`src/rtl/rdcpl_pkg.sv`:
```
package rdcpl_pkg;
  localparam logic [4:0] CPL_TYPE      = 5'b01010;
  localparam logic [2:0] FMT_3DW_DATA  = 3'b010;
  localparam logic [2:0] FMT_3DW_NODAT = 3'b000;
  localparam logic [2:0] STAT_OK       = 3'b000;

  typedef enum logic [1:0] {
    KIND_MEM = 2'b00,
    KIND_IO  = 2'b01,
    KIND_CFG = 2'b10
  } req_kind_e;

  function automatic logic [1:0] lowest_on(input logic [3:0] be);
    if (be[0])      return 2'd0;
    else if (be[1]) return 2'd1;
    else if (be[2]) return 2'd2;
    else if (be[3]) return 2'd3;
    else            return 2'd0;
  endfunction

  function automatic logic [1:0] highest_on(input logic [3:0] be);
    if (be[3])      return 2'd3;
    else if (be[2]) return 2'd2;
    else if (be[1]) return 2'd1;
    else            return 2'd0;
  endfunction
endpackage

```
`src/rtl/rdcpl_be_decode.sv`:
```
module rdcpl_be_decode
  import rdcpl_pkg::*;
#(
  parameter int LEN_W = 10
) (
  input  logic [LEN_W-1:0] len,
  input  logic [3:0]       first_be,
  input  logic [3:0]       last_be,
  output logic [1:0]       lead_off,
  output logic [LEN_W:0]   dw_total,
  output logic [LEN_W+1:0] byte_total
);
  localparam int BC_W = LEN_W + 2;

  always_comb begin
    lead_off = lowest_on(first_be);
    dw_total = (len == '0) ? {1'b1, {LEN_W{1'b0}}} : {1'b0, len};
    if (dw_total == (LEN_W+1)'(1)) begin
      byte_total = BC_W'(highest_on(first_be)) - BC_W'(lead_off) + BC_W'(1);
    end else begin
      // modular: a full 4 KB transfer lands on the 0 encoding
      byte_total = {len, 2'b00} - BC_W'(lead_off)
                 - BC_W'(2'd3 - highest_on(last_be));
    end
  end
endmodule

```
`src/rtl/rdcpl_id_capture.sv`:
```
module rdcpl_id_capture #(
  parameter int                 BUS_W   = 8,
  parameter int                 DEV_W   = 5,
  parameter int                 FN_W    = 3,
  parameter logic [FN_W-1:0]    FUNC_ID = '0
) (
  input  logic                         clk,
  input  logic                         rst_n,
  input  logic                         cap_en,
  input  logic [BUS_W-1:0]             bus_in,
  input  logic [DEV_W-1:0]             dev_in,
  output logic [BUS_W+DEV_W+FN_W-1:0]  cid
);
  logic [BUS_W-1:0] bus_q, bus_d;
  logic [DEV_W-1:0] dev_q, dev_d;

  always_comb begin
    bus_d = bus_q;
    dev_d = dev_q;
    if (cap_en) begin
      bus_d = bus_in;
      dev_d = dev_in;
    end
  end

  always_ff @(posedge clk or negedge rst_n) begin
    if (!rst_n) begin
      bus_q <= '0;
      dev_q <= '0;
    end else begin
      bus_q <= bus_d;
      dev_q <= dev_d;
    end
  end

  assign cid = {bus_q, dev_q, FUNC_ID};

  assert_id_recapture_R3: assert property (@(posedge clk) disable iff (!rst_n)
    cap_en |=> cid[BUS_W+DEV_W+FN_W-1:FN_W] == $past({bus_in, dev_in}));
endmodule

```
`src/rtl/rdcpl_splitter.sv`:
```
module rdcpl_splitter #(
  parameter int LEN_W  = 10,
  parameter int RCB_DW = 32
) (
  input  logic             clk,
  input  logic             rst_n,
  input  logic             start,
  input  logic             pop,
  input  logic [LEN_W-1:0] cur_in,
  input  logic [LEN_W:0]   rem_in,
  input  logic [LEN_W+1:0] bytes_in,
  input  logic [1:0]       lead_in,
  input  logic [2:0]       code_in,
  output logic             busy,
  output logic [LEN_W-1:0] length,
  output logic [LEN_W+1:0] byte_count,
  output logic [$clog2(RCB_DW)+1:0] lower_addr,
  output logic             is_last
);
  localparam int DW_W     = LEN_W + 1;
  localparam int BC_W     = LEN_W + 2;
  localparam int RCB_LG   = $clog2(RCB_DW);
  localparam int MAX_CODE = LEN_W - RCB_LG;

  logic             busy_q, busy_d, first_q, first_d;
  logic [LEN_W-1:0] cur_q, cur_d;
  logic [DW_W-1:0]  rem_q, rem_d;
  logic [BC_W-1:0]  rb_q, rb_d;
  logic [1:0]       lead_q, lead_d;
  logic [2:0]       code_q, code_d;

  logic [DW_W-1:0]  mps_dw, room, chunk;
  logic [BC_W-1:0]  delivered;

  always_comb begin
    mps_dw    = DW_W'(RCB_DW) << code_q;
    room      = mps_dw - ({1'b0, cur_q} & (mps_dw - DW_W'(1)));
    chunk     = (rem_q < room) ? rem_q : room;
    is_last   = (chunk == rem_q);
    delivered = {chunk[LEN_W-1:0], 2'b00} - (first_q ? BC_W'(lead_q) : '0);
  end

  always_comb begin
    busy_d  = busy_q;
    first_d = first_q;
    cur_d   = cur_q;
    rem_d   = rem_q;
    rb_d    = rb_q;
    lead_d  = lead_q;
    code_d  = code_q;
    if (start) begin
      busy_d  = 1'b1;
      first_d = 1'b1;
      cur_d   = cur_in;
      rem_d   = rem_in;
      rb_d    = bytes_in;
      lead_d  = lead_in;
      code_d  = (int'(code_in) > MAX_CODE) ? 3'(MAX_CODE) : code_in;
    end else if (pop) begin
      if (is_last) begin
        busy_d = 1'b0;
      end else begin
        first_d = 1'b0;
        cur_d   = cur_q + chunk[LEN_W-1:0];
        rem_d   = rem_q - chunk;
        rb_d    = rb_q - delivered;
      end
    end
  end

  always_ff @(posedge clk or negedge rst_n) begin
    if (!rst_n) begin
      busy_q  <= 1'b0;
      first_q <= 1'b0;
      cur_q   <= '0;
      rem_q   <= '0;
      rb_q    <= '0;
      lead_q  <= '0;
      code_q  <= '0;
    end else begin
      busy_q  <= busy_d;
      first_q <= first_d;
      cur_q   <= cur_d;
      rem_q   <= rem_d;
      rb_q    <= rb_d;
      lead_q  <= lead_d;
      code_q  <= code_d;
    end
  end

  assign busy       = busy_q;
  assign length     = chunk[LEN_W-1:0];
  assign byte_count = rb_q;
  assign lower_addr = {cur_q[RCB_LG-1:0], (first_q ? lead_q : 2'b00)};

  assert_hold_stalled_R10: assert property (@(posedge clk) disable iff (!rst_n)
    (busy_q && !pop) |=> (busy_q && $stable(length) && $stable(byte_count)
                          && $stable(lower_addr)));

  assert_later_aligned_R6: assert property (@(posedge clk) disable iff (!rst_n)
    (pop && !is_last) |=> (busy_q && lower_addr == '0));
endmodule

```
`src/rtl/rdcpl_hdr_gen.sv`:
```
module rdcpl_hdr_gen
  import rdcpl_pkg::*;
#(
  parameter int             LEN_W   = 10,
  parameter int             TAG_W   = 8,
  parameter int             BUS_W   = 8,
  parameter int             DEV_W   = 5,
  parameter int             FN_W    = 3,
  parameter logic [FN_W-1:0] FUNC_ID = '0,
  parameter int             RCB_DW  = 32
) (
  input  logic                        clk,
  input  logic                        rst_n,
  input  logic                        req_valid,
  output logic                        req_ready,
  input  logic [LEN_W-1:0]            req_dw_addr,
  input  logic [LEN_W-1:0]            req_len,
  input  logic [3:0]                  req_first_be,
  input  logic [3:0]                  req_last_be,
  input  logic [TAG_W-1:0]            req_tag,
  input  logic [BUS_W+DEV_W+FN_W-1:0] req_rid,
  input  logic [2:0]                  req_tc,
  input  logic [1:0]                  req_attr,
  input  logic [1:0]                  req_kind,
  input  logic [2:0]                  req_status,
  input  logic [2:0]                  mps_code,
  input  logic                        cfg0_wr_valid,
  input  logic [BUS_W-1:0]            cfg0_bus,
  input  logic [DEV_W-1:0]            cfg0_dev,
  output logic                        cpl_valid,
  input  logic                        cpl_ready,
  output logic [2:0]                  cpl_fmt,
  output logic [4:0]                  cpl_type,
  output logic [2:0]                  cpl_tc,
  output logic [1:0]                  cpl_attr,
  output logic [BUS_W+DEV_W+FN_W-1:0] cpl_cid,
  output logic [2:0]                  cpl_status,
  output logic                        cpl_bcm,
  output logic [LEN_W+1:0]            cpl_byte_count,
  output logic [BUS_W+DEV_W+FN_W-1:0] cpl_rid,
  output logic [TAG_W-1:0]            cpl_tag,
  output logic [$clog2(RCB_DW)+1:0]   cpl_lower_addr,
  output logic [LEN_W-1:0]            cpl_length,
  output logic                        cpl_last
);
  localparam int ID_W = BUS_W + DEV_W + FN_W;

  logic             accept, pop, busy, single, nodata_in;
  logic [1:0]       lead_off;
  logic [LEN_W:0]   dw_total;
  logic [LEN_W+1:0] byte_total;
  logic [LEN_W-1:0] chunk_len;

  logic [2:0]       tc_q, tc_d, st_q, st_d;
  logic [1:0]       attr_q, attr_d;
  logic [ID_W-1:0]  rid_q, rid_d;
  logic [TAG_W-1:0] tag_q, tag_d;
  logic             nodata_q, nodata_d;

  assign req_ready = !busy;
  assign accept    = req_valid && req_ready;
  assign pop       = busy && cpl_ready;
  assign nodata_in = (req_status != STAT_OK);
  assign single    = nodata_in || (req_kind != KIND_MEM);

  rdcpl_be_decode #(.LEN_W(LEN_W)) u_be (
    .len(req_len), .first_be(req_first_be), .last_be(req_last_be),
    .lead_off(lead_off), .dw_total(dw_total), .byte_total(byte_total)
  );

  rdcpl_id_capture #(.BUS_W(BUS_W), .DEV_W(DEV_W), .FN_W(FN_W), .FUNC_ID(FUNC_ID)) u_id (
    .clk(clk), .rst_n(rst_n), .cap_en(cfg0_wr_valid),
    .bus_in(cfg0_bus), .dev_in(cfg0_dev), .cid(cpl_cid)
  );

  rdcpl_splitter #(.LEN_W(LEN_W), .RCB_DW(RCB_DW)) u_split (
    .clk(clk), .rst_n(rst_n), .start(accept), .pop(pop),
    .cur_in   (single ? '0 : req_dw_addr),
    .rem_in   (single ? (LEN_W+1)'(1) : dw_total),
    .bytes_in (single ? (LEN_W+2)'(4) : byte_total),
    .lead_in  (single ? 2'b00 : lead_off),
    .code_in  (mps_code),
    .busy(busy), .length(chunk_len), .byte_count(cpl_byte_count),
    .lower_addr(cpl_lower_addr), .is_last(cpl_last)
  );

  always_comb begin
    tc_d     = tc_q;
    st_d     = st_q;
    attr_d   = attr_q;
    rid_d    = rid_q;
    tag_d    = tag_q;
    nodata_d = nodata_q;
    if (accept) begin
      tc_d     = req_tc;
      st_d     = req_status;
      attr_d   = req_attr;
      rid_d    = req_rid;
      tag_d    = req_tag;
      nodata_d = nodata_in;
    end
  end

  always_ff @(posedge clk or negedge rst_n) begin
    if (!rst_n) begin
      tc_q     <= '0;
      st_q     <= '0;
      attr_q   <= '0;
      rid_q    <= '0;
      tag_q    <= '0;
      nodata_q <= 1'b0;
    end else begin
      tc_q     <= tc_d;
      st_q     <= st_d;
      attr_q   <= attr_d;
      rid_q    <= rid_d;
      tag_q    <= tag_d;
      nodata_q <= nodata_d;
    end
  end

  assign cpl_valid  = busy;
  assign cpl_fmt    = nodata_q ? FMT_3DW_NODAT : FMT_3DW_DATA;
  assign cpl_type   = CPL_TYPE;
  assign cpl_tc     = tc_q;
  assign cpl_attr   = attr_q;
  assign cpl_status = st_q;
  assign cpl_bcm    = 1'b0;
  assign cpl_rid    = rid_q;
  assign cpl_tag    = tag_q;
  assign cpl_length = nodata_q ? '0 : chunk_len;

  assert_err_single_R9: assert property (@(posedge clk) disable iff (!rst_n)
    (cpl_valid && cpl_status != STAT_OK) |-> (cpl_last && cpl_length == '0));

  assert_valid_after_accept_R10: assert property (@(posedge clk) disable iff (!rst_n)
    $rose(cpl_valid) |-> $past(req_valid && req_ready));
endmodule

```
`config.mk`:
```
export PLATFORM = sky130hd
export DESIGN_NAME = rdcpl_hdr_gen
export DESIGN_NICKNAME = d
export VERILOG_FILES = /design/src/rtl/rdcpl_pkg.sv /design/src/rtl/rdcpl_be_decode.sv /design/src/rtl/rdcpl_id_capture.sv /design/src/rtl/rdcpl_splitter.sv /design/src/rtl/rdcpl_hdr_gen.sv
export SDC_FILE = /design/constraint.sdc
export NUM_CORES = 1
export LEC_CHECK = 0
export BUFFER_PORTS_ARGS = -buffer_cell sky130_fd_sc_hd__buf_4
export CORE_MARGIN = 3
export CORE_UTILIZATION = 59
export CTS_CLUSTER_SIZE = 25
export DETAILED_ROUTE_END_ITERATION = 12
export GPL_TIMING_DRIVEN = 0
export HOLD_SLACK_MARGIN = 0.05
export MAX_ROUTING_LAYER = met4
export PLACE_DENSITY = 0.87
export RECOVER_POWER = 50
export SYNTH_ARGS = -nofsm -noshare
export SYNTH_HDL_FRONTEND = slang
export SYNTH_HIERARCHICAL = 1
export SYNTH_SLANG_ARGS = --single-unit
```
`constraint.sdc`:
```
create_clock -name clk -period 8.8 [get_ports clk]
set_input_delay 1.32 -clock clk [delete_from_list [all_inputs] [get_ports clk]]
set_output_delay 1.32 -clock clk [all_outputs]
set_load 0.02 [all_outputs]
```
-- Word level (Yosys, flattened, before mapping)
Index checks and enable logic that the tools add are counted.
- add/sub/neg operators: 11
- order comparisons: 2
- equality and inequality tests: 3
- shift operators: 1
- multiplexer cells: 39
- bitwise operators: 1
- reductions and logical operators: 11
- operators with widths (kind ; count):
    $mux W11 ; 6
    $mux W12 ; 5
    $mux W10 ; 5
    $sub A12 B12 Y12 ; 3
    $mux W2 ; 14
    $sub A11 B11 Y11 ; 2
    $add A12 B1 Y12 const B ; 1
    $sub A12 B2 Y12 ; 1
    $and A10 B11 Y11 ; 1
    $eq A11 B1 Y1 const B ; 1
    $eq A11 B11 Y1 ; 1
    $lt A11 B11 Y1 ; 1
    $shl A6 B3 Y11 const A ; 1
    $sub A11 B1 Y11 const B ; 1
    $add A10 B10 Y10 ; 1
    $logic_not A10 Y1 ; 1
    $mux W1 ; 8
    $reduce_bool A2 Y1 ; 3
    $reduce_and A2 Y1 ; 2
    $gt A3 B3 Y1 const B ; 1
    $mux W3 ; 1
    $reduce_bool A3 Y1 ; 1
    $sub A2 B2 Y3 ; 1
    $sub A2 B2 Y3 const A ; 1
    4 further kinds ; 5
- bits in registers: 86
- bits of input ports: 83
- output and inout bits: 89

-- Longest topological paths before layout
- depth in word-level cells: 11
- gate-level depth with buffers: 29
- mapped depth without buffers: 27

-- Cells and area by module
Netlist, hierarchy kept.
- modules (own cells, without submodules) (module ; instances ; cells each ; area each (µm²)):
    rdcpl_splitter ; 1 ; 488 ; 4036.4
    rdcpl_hdr_gen ; 1 ; 140 ; 1881.8
    rdcpl_id_capture ; 1 ; 31 ; 546.8
    rdcpl_be_decode ; 1 ; 80 ; 541.8

-- Least setup slack after synthesis
OpenSTA, ideal clock, no wires.
- path kind: flip-flop to output port
- start point: register u_split.code_q[0]
- end point: output cpl_last
- arrival time: 4.620 ns
- data required time: 7.480 ns
- slack: 2.860 ns
- stages on the path, launching flop included: 23
- path buffers: 2
- path through: dfrtp_1 clkbuf_1 or3_1 ha_1 nand2_1 o2111a_1 nor2_1 o21ai_0 nand2_1 a41o_1 ha_1 nand3_1 o21a_1 a31oi_1 clkbuf_1 nor2_1 a21oi_1 inv_1 ha_1 nand3_1 nor2_1 nand4_1 a31oi_2
- cells in the longest elaborated chain, start to end: 7
- ends and longest elaborated chain (item ; RTL line ; RTL):
    from (decl) ; rdcpl_splitter.sv:30 ; logic [2:0] code_q, code_d;
    from (signal assigned) ; rdcpl_splitter.sv:87 ; code_q <= code_d;
    $shl A6 B3 Y11 * ; rdcpl_splitter.sv:36 ; mps_dw = DW_W'(RCB_DW) << code_q;
    $sub A11 B1 Y11 ; rdcpl_splitter.sv:37 ; room = mps_dw - ({1'b0, cur_q} & (mps_dw - DW_W'(1)));
    $and A10 B11 Y11 ; rdcpl_splitter.sv:37 ;
    $sub A11 B11 Y11 * ; rdcpl_splitter.sv:37 ;
    $lt A11 B11 Y1 ; rdcpl_splitter.sv:38 ; chunk = (rem_q < room) ? rem_q : room;
    $mux W11 * ; rdcpl_splitter.sv:38 ;
    via chunk_len[5] ; rdcpl_hdr_gen.sv:52 ; logic [LEN_W-1:0] chunk_len;
    $eq A11 B11 Y1 * ; rdcpl_splitter.sv:39 ; is_last = (chunk == rem_q);
    to (decl) ; rdcpl_hdr_gen.sv:44 ; output logic cpl_last
The timed path passes the listed nets; every way through them passes the cells marked *.

-- Final worst setup path
Same ends and word-level chain as after synthesis.

==> impl_results.md <==
- Worst-path fanout max: 10
- EDFF count, synth: 0
- Cell Area, Synth: roughly 0.007 mm²
- CTS sink count: 86
- Max-cap viol count: 1
- CTS Hold Bufs: 0
- Num CTS Buffers: 9
- Final worst-path cycle share: between 80% and 90%
- Metal-1 WL: 8.17 mm
- First-pass GRT wire length: 31.7 mm
- Die span in x: between 100 and 150 µm
- Footprint of the multi-input gates: 0.00426 mm²
- All-Layer GR Usage: between 30% and 40%
- Vias: between 6000 and 7000
- Number of global-route vias before repair: approximately 6200
- Main synth FF type: dfrtp_1
- DRT iter0 DRCs: 386
- FF+latch count, synth: 86
- Highest routed metal layer: met4
- Largest net degree at the start of global routing: just under 90
- Final core occ: 74.1%
- Clock Tree Buf Depth: 2
- Met3 WL: around 1.6 mm
- Initial antenna violation count: 1
- Critical Path Sink Type: primary output
- Core Box Area: about 0.012 mm²
- RSZ-0062 raised after global routing: no
- Met2 wire length: 9.41 mm
- Nets: ~1100
- Setup TNS Final: 0 ns
- Failing checks: capacitance limit, slew limit
- Synth warn: 6
- Fin crit period: 7.43 ns
- Mapped Cells: 739
- Commonest non-fill, non-tap cell in the layout: buf_4
- DP HPWL: about 15 mm
- # setup viols final: 0
- Worst-Skew Late Latency: 0.34 ns
- Worst Clk Skew: approximately 0.0084 ns
- Setup crit start kind: flip-flop
- Vias per cell: approximately 5.8
- Critical path type: reg -> out
- Arr. time, crit path: between 6 and 7 ns
- Root Buffer: clkbuf_16
- I/O pin total: roughly 170
- Post-CTS Setup Repair Bufs: 0
- H-tree depth: 3
- Syn Area/Cell: 9.48 µm²
- Worst Tran Pin Value: about 4.6 ns
- DR WL/cell: around 19 µm
- Drt pass-1 iters: 5
- Layout fillers: approximately 840
- Final GP Congestion: roughly 0.96
- Slew HR: -204%
- DRT Wirelength: ~20 mm
- Worst path required time: between 7 and 8 ns
- Distinct cells, synth: 68
- Die area: ~0.013 mm²
- Max-slew violations: 87
- Most used cells in the layout excluding fill and tap cells: buf_4 (149), dfrtp_1 (86), nand2_1 (62), ha_1 (59), inv_1 (55)
- Part of the Yosys area used for sequential elements: between 30% and 40%
- Clock transition at path regs: ~0.060 ns
- Area delta synth->final: 21.7%
- Drc violations: 0
- Total gr overflow: 0
- Seq. cell area: about 0.0022 mm²
- Min-delay worst type: reg -> reg
- Row count: 39
- Layout cells sized above 1: between 20% and 30%
- Async set-reset flop share out of synthesis: 100%
- PortBufs: ~160
- CTS tree: yes
- Outcome: finished with violations
- Hold Fails Final Rpt: 0
- Die height: between 100 and 150 µm
- CTS-repair resized insts: 0
- Detail Route Antenna Nets: 0
- Fmax: ~130 MHz
- Initial Util: about three fifths
-- logic make-up (layout without fill, tap and decap cells) --
logic type / count (synthesis) / count (layout) / synth area share (%)
other: 3 / 12 / 0.161
buffers and inverters: 111 / 283 / 8.43
adders and majority gates: 63 / 63 / 11.7
xor gates and xnor gates: 39 / 39 / 4.88
AOI/OAI and AO/OA: 154 / 154 / 13.1
and+or+nand+nor: 207 / 207 / 18.7
DFF: 86 / 86 / 30.7
muxes: 76 / 76 / 12.3
-- Yosys cell counts, types with 4 or more instances --
library cell	count	area share, %
nor2_1	28	1.5
nand3_1	6	0.43
dfrtp_1	86	31
buf_4	16	1.7
o41ai_1	5	0.62
mux2_2	41	6.6
or3_1	7	0.62
o21ai_1	33	2.4
a21oi_1	43	3.1
ha_1	59	11
clkbuf_1	24	1.3
o21ai_0	31	2.2
and2_1	4	0.36
nor3b_1	6	0.64
xor2_1	11	1.4
nand2_1	62	3.3
a31oi_1	8	0.71
or2_2	4	0.36
nor3b_2	30	5.4
fa_1	4	1.1
a21o_1	10	1.1
mux2_4	10	2.1
mux2i_1	25	3.6
buf_2	4	0.29
inv_1	55	2.9
buf_12	5	1.4
xnor2_1	28	3.5
nor2b_1	23	2.1
nor3_1	11	0.79
-- sequential cells by signal, indices dropped and copies added, names as in the netlist, 2 cells and up --
| register | flops |
|---|---|
| u_split/rem_q | 11 |
| u_split/lead_q | 2 |
| cpl_rid | 16 |
| cpl_attr | 2 |
| u_id/dev_q | 5 |
| cpl_status | 3 |
| u_split/byte_count | 12 |
| cpl_tag | 8 |
| u_id/bus_q | 8 |
| u_split/code_q | 3 |
| u_split/cur_q | 10 |
| cpl_tc | 3 |
-- worst max-delay path, stage by stage (launching register included) --
cell	delay [ns]
dfrtp_1	0.37
clkbuf_1	0.21
or3_1	0.46
ha_1	0.28
nand2_1	0.11
o2111a_1	0.23
nor2_1	0.06
o21ai_0	0.24
nand2_1	0.11
a41o_1	0.25
ha_1	0.29
nand3_1	0.07
o21a_1	0.20
a31oi_1	0.21
clkbuf_1	0.42
nor2_1	0.08
a21oi_1	0.38
inv_1	0.14
ha_1	0.38
nand3_1	0.11
nor2_1	0.12
nand4_1	0.21
a31oi_2	0.57
buf_4	0.26
-- layout make-up --
cell class / instances / share of cell area [%]
multi-input cells: 550 / 50.0
flip-flops and latches: 86 / 25.2
repair buffers: 158 / 12.9
plain buffers: 56 / 4.42
clock buffers: 10 / 2.68
inverters: 55 / 2.42
well taps: 143 / 2.10
clock inverters: 4 / 0.308
diodes: 1 / 0.0293
-- final timing paths --
kind | start | end | slack (ns) | cells after the start
hold / removal | u_id/dev_q[3]$_DFFE_PN0P_ | u_id/dev_q[3]$_DFFE_PN0P_ | 0.50 | 1
setup / recovery | u_split/code_q[0]$_DFFE_PN0P_ | cpl_last | 1.37 | 23
max in group asynchronous | rst_n | u_split/code_q[1]$_DFFE_PN0P_ | 3.62 | 1
hold reg to reg | u_id/dev_q[3]$_DFFE_PN0P_ | u_id/dev_q[3]$_DFFE_PN0P_ | 0.50 | 1
setup reg to reg | u_split/code_q[0]$_DFFE_PN0P_ | u_split/byte_count[11]$_DFFE_PN0P_ | 2.43 | 23
min in group asynchronous | rst_n | u_split/byte_count[10]$_DFFE_PN0P_ | 2.60 | 1
-- per-layer routing --
metal  global-route usage [%]  up-vias
met1                     39.1     2919
met4                     14.7        0
met2                     49.5      287
met5                        -        -
li1                         -     2914
met3                     7.11       57
-- stage by stage --
step | hold slack, ns | std cells | instance area [µm²] | worst slack, ns
2_1_floorplan | 0.459 | 747 | 7040 | 2.86
5_1_grt | 0.521 | 1063 | 8530 | 0.980
3_5_place_dp | 0.483 | 1048 | 8400 | 1.81
6_report | 0.503 | 1063 | 8530 | 1.37
4_1_cts | 0.511 | 1062 | 8660 | 1.43
3_3_place_gp | 0.484 | 1048 | 8400 | 1.83
Power is left out: the tool's default activity adds up to more than one toggle a clock period on the data nets, which glitch-free logic cannot reach.
